`config.mk`:
```
export PLATFORM = sky130hd
export DESIGN_NAME = serial_bit_restorer
export DESIGN_NICKNAME = d
export VERILOG_FILES = /design/src/rtl/serial_bit_restorer_pkg.sv /design/src/rtl/nrzi_stage.sv /design/src/rtl/descrambler_stage.sv /design/src/rtl/fill_tracker.sv /design/src/rtl/serial_bit_restorer.sv
export SDC_FILE = /design/constraint.sdc
export NUM_CORES = 1
export LEC_CHECK = 0
export ABC_AREA = 0
export BUFFER_PORTS_ARGS = -buffer_cell sky130_fd_sc_hd__buf_2
export CORE_MARGIN = 2
export CORE_UTILIZATION = 35
export DETAILED_ROUTE_END_ITERATION = 6
export HOLD_SLACK_MARGIN = 0.03
export PLACE_DENSITY = 0.54
export SLEW_MARGIN = 20
export SYNTH_ARGS = -nofsm -noshare
export SYNTH_HDL_FRONTEND = slang
export SYNTH_SLANG_ARGS = --single-unit
```
`constraint.sdc`:
```
create_clock -name clk -period 1.4 [get_ports clk]
set_input_delay 0.07 -clock clk [delete_from_list [all_inputs] [get_ports clk]]
set_output_delay 0.07 -clock clk [all_outputs]
set_load 0.02 [all_outputs]
```
`src/rtl/serial_bit_restorer_pkg.sv`:
```
package serial_bit_restorer_pkg;
  localparam int unsigned SCR_LEN_DEF = 9;
  localparam int unsigned SCR_TAP_DEF = 4;
  function automatic int unsigned fill_bits(input int unsigned len);
    return len + 1;
  endfunction
endpackage

```
`src/rtl/nrzi_stage.sv`:
```
module nrzi_stage (
  input  logic clk,
  input  logic rst,
  input  logic en,
  input  logic din,
  output logic dout
);
  logic prev_bit;

  always_ff @(posedge clk) begin
    if (rst) begin
      prev_bit <= 1'b0;
      dout     <= 1'b0;
    end else begin
      prev_bit <= din;
      dout     <= en ? (din ^ prev_bit) : din;
    end
  end

  // bypassed stage forwards the sampled bit one clock later
  a_r2_nrzi_bypass: assert property (@(posedge clk) disable iff (rst)
    !en |=> dout == $past(din));
endmodule

```
`src/rtl/descrambler_stage.sv`:
```
module descrambler_stage #(
  parameter int unsigned LEN = 9,
  parameter int unsigned TAP = 4
) (
  input  logic clk,
  input  logic rst,
  input  logic en,
  input  logic din,
  output logic dout
);
  logic [LEN-1:0] hist;
  logic           fb;

  always_comb fb = hist[TAP-1] ^ hist[LEN-1];

  always_ff @(posedge clk) begin
    if (rst) begin
      hist <= '0;
      dout <= 1'b0;
    end else begin
      hist <= {hist[LEN-2:0], din};
      dout <= en ? (din ^ fb) : din;
    end
  end

  // bypassed stage forwards its input one clock later
  a_r4_desc_bypass: assert property (@(posedge clk) disable iff (rst)
    !en |=> dout == $past(din));
endmodule

```
`src/rtl/fill_tracker.sv`:
```
module fill_tracker #(
  parameter int unsigned FILL = 10
) (
  input  logic clk,
  input  logic rst,
  output logic valid
);
  localparam int unsigned CW = $clog2(FILL + 1);
  logic [CW-1:0] cnt;
  logic          full_q;

  always_ff @(posedge clk) begin
    if (rst) begin
      cnt    <= '0;
      full_q <= 1'b0;
      valid  <= 1'b0;
    end else begin
      if (cnt != CW'(FILL)) cnt <= cnt + 1'b1;
      full_q <= (cnt == CW'(FILL));
      valid  <= full_q;
    end
  end

  // once valid, stays valid until reset
  a_r6_valid_sticky: assert property (@(posedge clk) disable iff (rst)
    valid |=> valid);
endmodule

```
`src/rtl/serial_bit_restorer.sv`:
```
module serial_bit_restorer
  import serial_bit_restorer_pkg::*;
#(
  parameter int unsigned SCR_LEN = SCR_LEN_DEF,
  parameter int unsigned SCR_TAP = SCR_TAP_DEF
) (
  input  logic clk,
  input  logic rst,
  input  logic bit_in,
  input  logic nrzi_en,
  input  logic desc_en,
  output logic bit_out,
  output logic bit_valid
);
  localparam int unsigned FILL = fill_bits(SCR_LEN);

  logic nrz_bit;

  nrzi_stage u_nrzi (
    .clk  (clk),
    .rst  (rst),
    .en   (nrzi_en),
    .din  (bit_in),
    .dout (nrz_bit)
  );

  descrambler_stage #(.LEN(SCR_LEN), .TAP(SCR_TAP)) u_desc (
    .clk  (clk),
    .rst  (rst),
    .en   (desc_en),
    .din  (nrz_bit),
    .dout (bit_out)
  );

  fill_tracker #(.FILL(FILL)) u_fill (
    .clk   (clk),
    .rst   (rst),
    .valid (bit_valid)
  );

  // with both stages bypassed, the line bit reaches the output two edges later
  a_r5_full_bypass: assert property (@(posedge clk) disable iff (rst)
    (!nrzi_en && !desc_en) ##1 !desc_en |=> bit_out == $past(bit_in, 2));
endmodule

```
==> impl_metrics.yaml, run 1 <==
cells_and_area:
  utilization_pct: 43.5
  syn_to_final_growth_pct: 14.5
  final_layout_size_suffix_gt1_share_pct: 17.5
  final_cells: 79
  fin_nets: 72
  n_antenna_cell: 0
routing:
  dr.pass1.iters: 1
  detailedRoute.firstIterationViolations: 0
  vias_per_cell: 4.35
  drcViolationCount: 0
  vias: 344
  ant_nets: 0
  wl_per_cell_um: 9.89
  drt_wl_total_um: 781
yosys:
  syn_inst: 53
  yosys.area.top_type_share_pct: 61.5
  synth_seq_cells: 18
  synth_commonest_cells: "dfxtp_1, nor2b_1, nor2_1"
  post_synth_main_area_contributors: "dfxtp_1, nor2b_1, xor2_1"
  async_flop_share_pct: 0
  synth_warnings: 0
  syn_avg_cell_area_um2: 11.0
  ys.flop_type: "dfxtp_1"
  synth_area_leader_cell: "dfxtp_1"
  synth.most_common_cell: "dfxtp_1"
  synth_area_um2: 586
  synth_enable_flop_cells: 0
  seq_area_frac_synth_pct: 61.5
  synth_fp_nets: 60
  yosysUniqueCellTypes: 15
cts:
  path_clk_slew_ns: 0.09
  numCtsBuffers: 3
  htree_levels: 1
  tritoncts: "done"
  cts_sinks: 18
  cts_root_buffer: "clkbuf_4"
  clockBufferDepth: 2
  clk_latency_ns: 0.28
  postCtsSetupRepairBufs: 0
sta:
  slew_headroom_pct: 87.4
  clock.fmax_mhz: 866
  worst_pin_slew_ns: 0.189
  skew_ns: 0.00252
  rsz0062_at_grt: "no"
  setup_tns_ns: 0
  period_share_pct: 82.4
  setup_violations: 0
  min_period_ns: 1.15
  hold_violations: 0
  drv_slew: 0
worst_setup_path:
  end_kind: "flip-flop"
  startpoint_type: "flip-flop"
  worstPathMaxFanout: 4
  r2r-start: "u_fill.cnt[0]"
  worst-setup-path-type: "reg -> reg"
  critPathArrivalTime_ns: 1.36
  regToRegEndpoint: "u_fill.cnt[1]"
  ff2ff_setup_slack_ns: 0.25
  r2r_cells: 5
  cp.required_ns: 1.61
hold_path:
  min_from: "rst"
  min_path_type: "in -> reg"
  hold_end: "u_fill.cnt[1]"
  whs_path_depth: 2
global_route:
  antenna_found_initial: 0
  grt_overflow_total: 0
  grt_max_degree: 11
  grt_pass1_wl_um: 1400
  track_usage_pct: 9.94
  grt_pass1_vias: 343
placed_design:
  io_buffer_count: 6
  place_inst: 75
  place.gp.congestion: 0.688
  place_hpwl_um: 524
die:
  fp.dieH_um: 44.9
  fp.dieW_um: 44.9
  coreArea_um2: 1540
  dieArea_um2: 2020
  rows: 14
  start_util_pct: 38.0
  io_pins: 7
power_and_ir_drop:
  powerDensity_nw_per_um2: 1240
  peakVddDrop_uv: 790
  cellLeakagePower_nw: 0.291
  totalPowerFinal_uw: 830
run:
  drv_cap: 0
status:
  outcome: "finished clean"
[cell type report]
cell class                      instances  area [µm²]
Inverter                                1        3.75
Tap cell                               16        20.0
Clock buffer                            3        22.5
Timing Repair Buffer                    8        47.5
Sequential cell                        18         360
Fill cell                             154         871
Multi-Input combinational cell         33         216
[flip-flops by register name, summed over array words and instances (netlist names)]
register and cells:
u_desc.dout 1, u_desc.hist 9, u_fill.cnt 4, u_fill.full_q 1
u_fill.valid 1, u_nrzi.dout 1, u_nrzi.prev_bit 1
[worst max-delay path by stage]
stage                          to  slack [ns]  cells past startpoint     startpoint
floorplan           u_fill.cnt[1]        0.34                      5  u_fill.cnt[0]
global placement    u_fill.cnt[1]        0.32                      5  u_fill.cnt[0]
detailed placement  u_fill.cnt[1]        0.27                      5  u_fill.cnt[0]
CTS                 u_fill.cnt[1]        0.24                      5  u_fill.cnt[0]
global route        u_fill.cnt[1]        0.05                      5  u_fill.cnt[0]
finish              u_fill.cnt[1]        0.25                      5  u_fill.cnt[0]
[worst max-delay path: stages (launching register included)]
cell and delay (ns):
dfxtp_1 0.40, inv_1 0.06, ha_1 0.21, nand3b_1 0.17, nor2_1 0.06, a211oi_1 0.19
[placed cells by master, fill, tap and decap left out, types with 2 or more instances in the layout]
| cell | synthesis | final |
|---|---|---|
| dfxtp_1 | 18 | 18 |
| nor2b_1 | 11 | 11 |
| nor2_1 | 6 | 6 |
| buf_2 | 1 | 6 |
| nand2_1 | 3 | 3 |
| xor2_1 | 3 | 3 |
| clkbuf_4 | 0 | 3 |
| nand3b_1 | 2 | 2 |
| ha_1 | 2 | 2 |
[timing repair]
action / CTS / global route
gates resized for setup: 0 / 0
hold endpoints to repair: 2 / 0
setup endpoints to repair: 0 / 0
hold buffers: 1 / 0
[power breakdown]
| part | switching (mW) | total [mW] | internal (mW) | leakage, nW |
|---|---|---|---|---|
| registers | 0.0101 | 0.538 | 0.528 | 0.147 |
| clock network | 0.143 | 0.243 | 0.0999 | 0.0138 |
| logic | 0.0233 | 0.0488 | 0.0255 | 0.130 |
| total | 0.176 | 0.830 | 0.653 | 0.291 |
[logic make-up after synthesis]
kind of cell	share of synthesized area [%]
AND/OR/NAND/NOR	22.0
multiplexers	2.56
XOR/XNOR	5.98
AO/OA/AOI/OAI	2.14
adder cells (fa/ha/maj)	4.27
buffers and inverters	1.49
flip-flops	61.5
[metrics by stage]
stage	setup WS [ns]	cell area [µm²]	hold slack [ns]
final	0.246	671	0.0822
after global routing	0.0526	671	0.0796
after detailed placement	0.267	638	0.331
after CTS	0.242	671	0.0714
after global placement	0.318	638	0.321
after floorplan	0.344	586	0.142
[layer usage]
metal	global-route usage (%)	share of wire, %	up-vias
li1	-	-	187
met1	12.3	51	152
met2	14.2	43	5
met3	7.20	6.0	0
met4	1.76	0	0
met5	0	0	-
Note: power is estimated with default switching activity, not from simulation.
==> inputs of run 2 (changes only) <==
PLACE_DENSITY = 0.55   (was 0.54)
clock period = 1 ns   (was 1.4 ns; I/O delays follow)
==> run 2 against run 1 <==
  * Non-clock buffer count is 4 higher
  * Highest routed layer is now met4
  * Critical path type unchanged
  * Worst hold slack better by 0.0021 ns
  * Cell area is 9.5% higher
  * Utilization is 4.1 points higher
  * Largest power group unchanged
==> impl_metrics.yaml, run 2 (synthesized netlist as in run 1, its figures left out) <==
status:
  outcome: "finished clean"
cells_and_area:
  fin_nets: 76
  n_antenna_cell: 0
  largest_register_ff_count: 9
  final_cell_mix: "dfxtp_1, nor2b_1, nor2_1, buf_2, buf_4"
  mostFrequentLayoutCell: "dfxtp_1"
  multi_input_area_um2: 231
  top_regs: "u_desc.hist (9), u_fill.cnt (4)"
  final_layout_size_suffix_gt1_share_pct: 33.8
  syn_to_final_growth_pct: 25.4
  fillers: 153
  largest_register: "u_desc.hist"
  seqCellArea_um2: 365
placed_design:
  place_hpwl_um: 532
  dp_worst_setup_slack_ns: -0.0239
  place.gp.congestion: 0.662
  io_buffer_count: 6
worst_setup_path:
  cp_top_family: "flip-flops"
  cp_num_buf_inv: 1
  critPathArrivalTime_ns: 1.18
  startpoint_type: "flip-flop"
  end_kind: "flip-flop"
  cpPeakStageDelay_ns: 0.34
  cp.required_ns: 1.18
  worstPathMaxFanout: 4
  worst-setup-path-type: "reg -> reg"
  crit_chain: "inv_2 -> ha_4 -> nand3b_1 -> xnor2_1 -> nor2_1"
  cp_slowest_cell: "dfxtp_2"
cts:
  postCtsSetupRepairBufs: 0
  clk_latency_ns: 0.29
  path_clk_slew_ns: 0.10
  tritoncts: "done"
  clockBufferDepth: 2
  cts_sinks: 18
  htree_levels: 1
  cts_root_buffer: "clkbuf_4"
  numCtsBuffers: 3
routing:
  dr.pass1.iters: 3
  detailedRoute.firstIterationViolations: 5
  vias: 367
  wl_per_cell_um: 10.0
  ant_nets: 0
  drt_wl_total_um: 843
  drcViolationCount: 0
  vias_per_cell: 4.37
power_and_ir_drop:
  powerDensity_nw_per_um2: 1740
  cellLeakagePower_nw: 0.316
  peakVddDrop_uv: 1060
  totalPowerFinal_mw: 1.28
global_route:
  grt_pass1_wl_um: 1440
  track_usage_pct: 10.4
  antenna_found_initial: 0
  grt_pass1_vias: 364
  grt_max_degree: 13
  grt_overflow_total: 0
sta:
  drv_slew: 0
  worst_pin_slew_ns: 0.231
  setup_slack_ns: 0.00255
  period_share_pct: 99.7
  slew_headroom_pct: 84.6
  setup_violations: 0
  min_period_ns: 0.997
  skew_ns: 0.00315
  hold_slack_ns: 0.0843
  rsz0062_at_grt: "yes"
  hold_violations: 0
  clock.fmax_mhz: 1000
die:
  dieArea_um2: 2020
  coreArea_um2: 1540
  rows: 14
  io_pins: 7
  start_util_pct: 38.0
  fp.dieW_um: 44.9
  fp.dieH_um: 44.9
hold_path:
  min_path_type: "in -> reg"
run:
  drv_cap: 0
==> run 2: changes by cell type in the layout (fill, tap and decap cells not counted) <==
| cell | change |
|---|---|
| buf_4 | +4 |
| dfxtp_1 | -4 |
| dfxtp_2 | +4 |
| ha_1 | -2 |
| clkbuf_8 | +1 |
| ha_2 | +1 |
| ha_4 | +1 |
| inv_1 | -1 |
| inv_2 | +1 |
==> run 2: what timing repair did <==
action                     in CTS  in global routing
resized for setup               4                  3
cloned                          0                  0
hold buffers                    1                  0
pin swaps                       4                  3
setup endpoints to repair       3                  5
hold endpoints to repair        2                  0
==> run 2: path summary, 6_finish.rpt <==
| kind | end | from | cells after the start | slack [ns] |
|---|---|---|---|---|
| worst min-delay path | u_desc.dout | desc_en | 3 | 0.08 |
| worst max register to register | u_fill.cnt[0] | u_fill.cnt[0] | 5 | 0.003 |
| worst min register to register | u_fill.valid | u_fill.full_q | 1 | 0.44 |
| worst max-delay path | u_fill.cnt[0] | u_fill.cnt[0] | 5 | 0.003 |
==> run 2: through the flow <==
step | utilization, % | instances | setup TNS (ns) | cell area (µm²)
after global placement | 43.4 | 79 | -0.0107 | 669
after global routing | 47.6 | 84 | -0.192 | 734
after CTS | 47.3 | 84 | -0.0259 | 729
after floorplan | - | 53 | 0 | 587
after detailed placement | 43.4 | 79 | -0.0472 | 669
final | 47.6 | 84 | 0 | 734
==> run 2: report_power, final <==
| group | switching [mW] | internal (mW) | total [mW] |
|---|---|---|---|
| logic | 0.0411 | 0.0492 | 0.0902 |
| clock network | 0.215 | 0.222 | 0.437 |
| registers | 0.0128 | 0.741 | 0.754 |
| total | 0.269 | 1.01 | 1.28 |
==> run 2: tightest hold or removal path, stage by stage <==
cell and delay (ns):
buf_2 0.09, nand2_1 0.06, mux2_4 0.14
==> run 2: cell type report <==
class	instances	area share (%)
multi-input combinational	33	31.5
timing repair buffer	12	10.6
inverter	1	0.511
clock buffer	4	4.94
tap	16	2.73
sequential	18	49.7
==> run 2: per-layer routing <==
layer  global-route usage, %  part of all wire [%]
met5                       0                     0
met4                    5.29                   1.3
met2                    15.1                    42
met3                    6.00                   5.8
met1                    12.2                    50
==> inputs of run 3 (changes only) <==
CORE_MARGIN = 1   (was 2)
SYNTH_HIERARCHICAL = 1   (was unset)
==> run 3 against run 2 <==
  * Routed wire length decreased by 2.1%
  * Area after synthesis increased by 6.0%
  * Global-route usage increased by 0.62 points
  * Critical path depth unchanged
  * Register-to-register slack about the same
  * Count of clock-buffer cells in the layout decreased by 1
  * Sequential share of layout area decreased by 3.1 points
  * Synthesized cell count decreased by 1.9%
  * Combinational power increased by 30%
  * Non-clock buffer count decreased by 1
  * Critical path type unchanged
  * Largest cell class unchanged
  * Largest power group unchanged
  * Highest routed layer is now met3
==> impl_metrics.yaml, run 3 <==
yosys:
  synth_commonest_cells: "dfxtp_1, nor2b_1, nor2_1"
  syn_inst: 52
  synth_warnings: 6
  async_flop_share_pct: 0
  seq_area_frac_synth_pct: 58.1
  synth_enable_flop_cells: 0
  synth_fp_nets: 59
  synth_seq_cells: 18
  synth.most_common_cell: "dfxtp_1"
  ys.flop_type: "dfxtp_1"
  post_synth_main_area_contributors: "dfxtp_1, nor2b_1, mux2_4"
  yosysUniqueCellTypes: 19
  synth_area_um2: 621
  synth_area_leader_cell: "dfxtp_1"
  syn_avg_cell_area_um2: 11.9
  yosys.area.top_type_share_pct: 58.1
power_and_ir_drop:
  pwr-share-seq_pct: 62.9
  combPwrFrac_pct: 9.7
  power.switching_uw: 257
  switching_share_pct: 21.3
  cellLeakagePower_nw: 0.377
  totalPowerFinal_mw: 1.21
  peakVddDrop_uv: 883
  p_int_uw: 949
  powerDensity_nw_per_um2: 1530
  clock_power_share_pct: 27.4
run:
  drv_cap: 0
cells_and_area:
  multi_input_area_um2: 305
  fillers: 161
  final_layout_size_suffix_gt1_share_pct: 47.0
  seqCellArea_um2: 369
  final_cell_mix: "dfxtp_1, buf_2, nor2b_1"
  utilization_pct: 50.2
  top_regs: "u_desc/hist (9), u_fill/cnt (4)"
  fin_nets: 75
  syn_to_final_growth_pct: 27.4
  n_antenna_cell: 0
  mostFrequentLayoutCell: "dfxtp_1"
  largest_register: "u_desc/hist"
  largest_register_ff_count: 9
routing:
  detailedRoute.firstIterationViolations: 4
  ant_nets: 0
  vias: 366
  drt_wl_total_um: 825
  dr.pass1.iters: 2
  vias_per_cell: 4.46
  wl_per_cell_um: 10.1
  drcViolationCount: 0
worst_setup_path:
  critPathArrivalTime_ns: 1.16
  worstPathMaxFanout: 4
  end_kind: "flip-flop"
  cp.required_ns: 1.18
  startpoint_type: "flip-flop"
  cpPeakStageDelay_ns: 0.33
  crit_chain: "inv_2 -> ha_4 -> nand3b_4 -> xnor2_2 -> nor2_1"
  cp_slowest_cell: "dfxtp_2"
  worst-setup-path-type: "reg -> reg"
cts:
  tritoncts: "done"
  numCtsBuffers: 3
  cts_root_buffer: "clkbuf_4"
  clockBufferDepth: 2
  path_clk_slew_ns: 0.09
  clk_latency_ns: 0.28
  htree_levels: 1
  cts_sinks: 18
global_route:
  track_usage_pct: 11.0
  grt_overflow_total: 0
  gr-usage-met3_pct: 6.12
  grt_pass1_vias: 377
  met2_usage_pct: 15.6
  met1_usage_pct: 14.2
  antenna_found_initial: 0
  busiest_layer: "met2"
  grt_pass1_wl_um: 1570
  grt_max_degree: 15
die:
  fp.dieH_um: 44.1
  fp.dieW_um: 44.1
  coreArea_um2: 1580
  dieArea_um2: 1950
  rows: 14
  start_util_pct: 39.4
  io_pins: 7
placed_design:
  io_buffer_count: 6
  dp_worst_setup_slack_ns: 0.000261
  place.gp.congestion: 0.737
  place_hpwl_um: 569
sta:
  hold_slack_ns: 0.102
  hold_violations: 0
  worst_pin_slew_ns: 0.246
  rsz0062_at_grt: "yes"
  setup_violations: 0
  drv_slew: 0
  setup_tns_ns: 0
  setup_slack_ns: 0.0174
  min_period_ns: 0.983
  slew_headroom_pct: 83.6
  period_share_pct: 98.3
  clock.fmax_mhz: 1020
  skew_ns: 0.00514
status:
  outcome: "finished clean"
hold_path:
  min_path_type: "in -> reg"
[run 3: layer usage]
layer  vias to the layer above  part of all wire, %
met5                         -                    0
met4                         0                    0
met3                         0                  4.6
met2                         7                   44
met1                       165                   51
li1                        194                    -
[run 3: through the flow]
| stage | area (µm²) | std cells |
|---|---|---|
| 2_1_floorplan | 622 | 52 |
| 3_3_place_gp | 694 | 77 |
| 3_5_place_dp | 694 | 77 |
| 4_1_cts | 729 | 81 |
| 5_1_grt | 791 | 82 |
| 6_report | 791 | 82 |
[run 3: power by group through the flow]
| stage | Combinational [mW] | Sequential, mW | Clock (mW) |
|---|---|---|---|
| 2_1_floorplan | 0.0480 | 0.771 | 0 |
| 3_3_place_gp | 0.0913 | 0.768 | 0 |
| 3_5_place_dp | 0.0937 | 0.768 | 0 |
| 4_1_cts | 0.0985 | 0.752 | 0.359 |
| 5_1_grt | 0.132 | 0.762 | 0.386 |
| 6_report | 0.117 | 0.758 | 0.331 |
[run 3: cells by family after synthesis]
logic type | synth area share (%)
and+or+nand+nor | 25.4
DFF | 58.1
buffers and inverters | 0.604
AOI/OAI and AO/OA | 2.82
xor gates and xnor gates | 4.23
adders and majority gates | 4.03
muxes | 4.84
[run 3: repair_timing]
item / 4_1_cts / 5_1_grt
endpoints found under the setup margin: 2 / 4
gates resized for setup: 1 / 13
hold endpoints to repair: 1 / 0
pin swaps: 0 / 4
setup buffers: 0 / 1
hold buffers: 1 / 0
[run 3: final timing paths]
| kind | cells after the start | slack, ns | endpoint | startpoint |
|---|---|---|---|---|
| worst max-delay path | 5 | 0.02 | u_fill/cnt[0] | u_fill/cnt[0] |
| worst min-delay path | 3 | 0.10 | u_nrzi/dout | nrzi_en |
| worst max register to register | 5 | 0.02 | u_fill/cnt[0] | u_fill/cnt[0] |
| worst min register to register | 1 | 0.44 | u_desc/hist[2] | u_desc/hist[1] |
[run 3: area by class of cell]
cell class                 instances  area share [%]
inverter                           1           0.475
multi-input combinational         33            38.6
tap                               16            2.53
clock buffer                       3            2.85
sequential                        18            46.7
timing repair buffer              11            8.86
[run 3: worst max-delay path: cells and delay by family, from the launching register on]
| family | cells | cell delay (ns) |
|---|---|---|
| flip-flops | 1 | 0.33 |
| buffers and inverters | 1 | 0.07 |
| AND/OR/NAND/NOR | 2 | 0.17 |
| XOR/XNOR | 1 | 0.17 |
| adder cells (fa/ha/maj) | 1 | 0.14 |
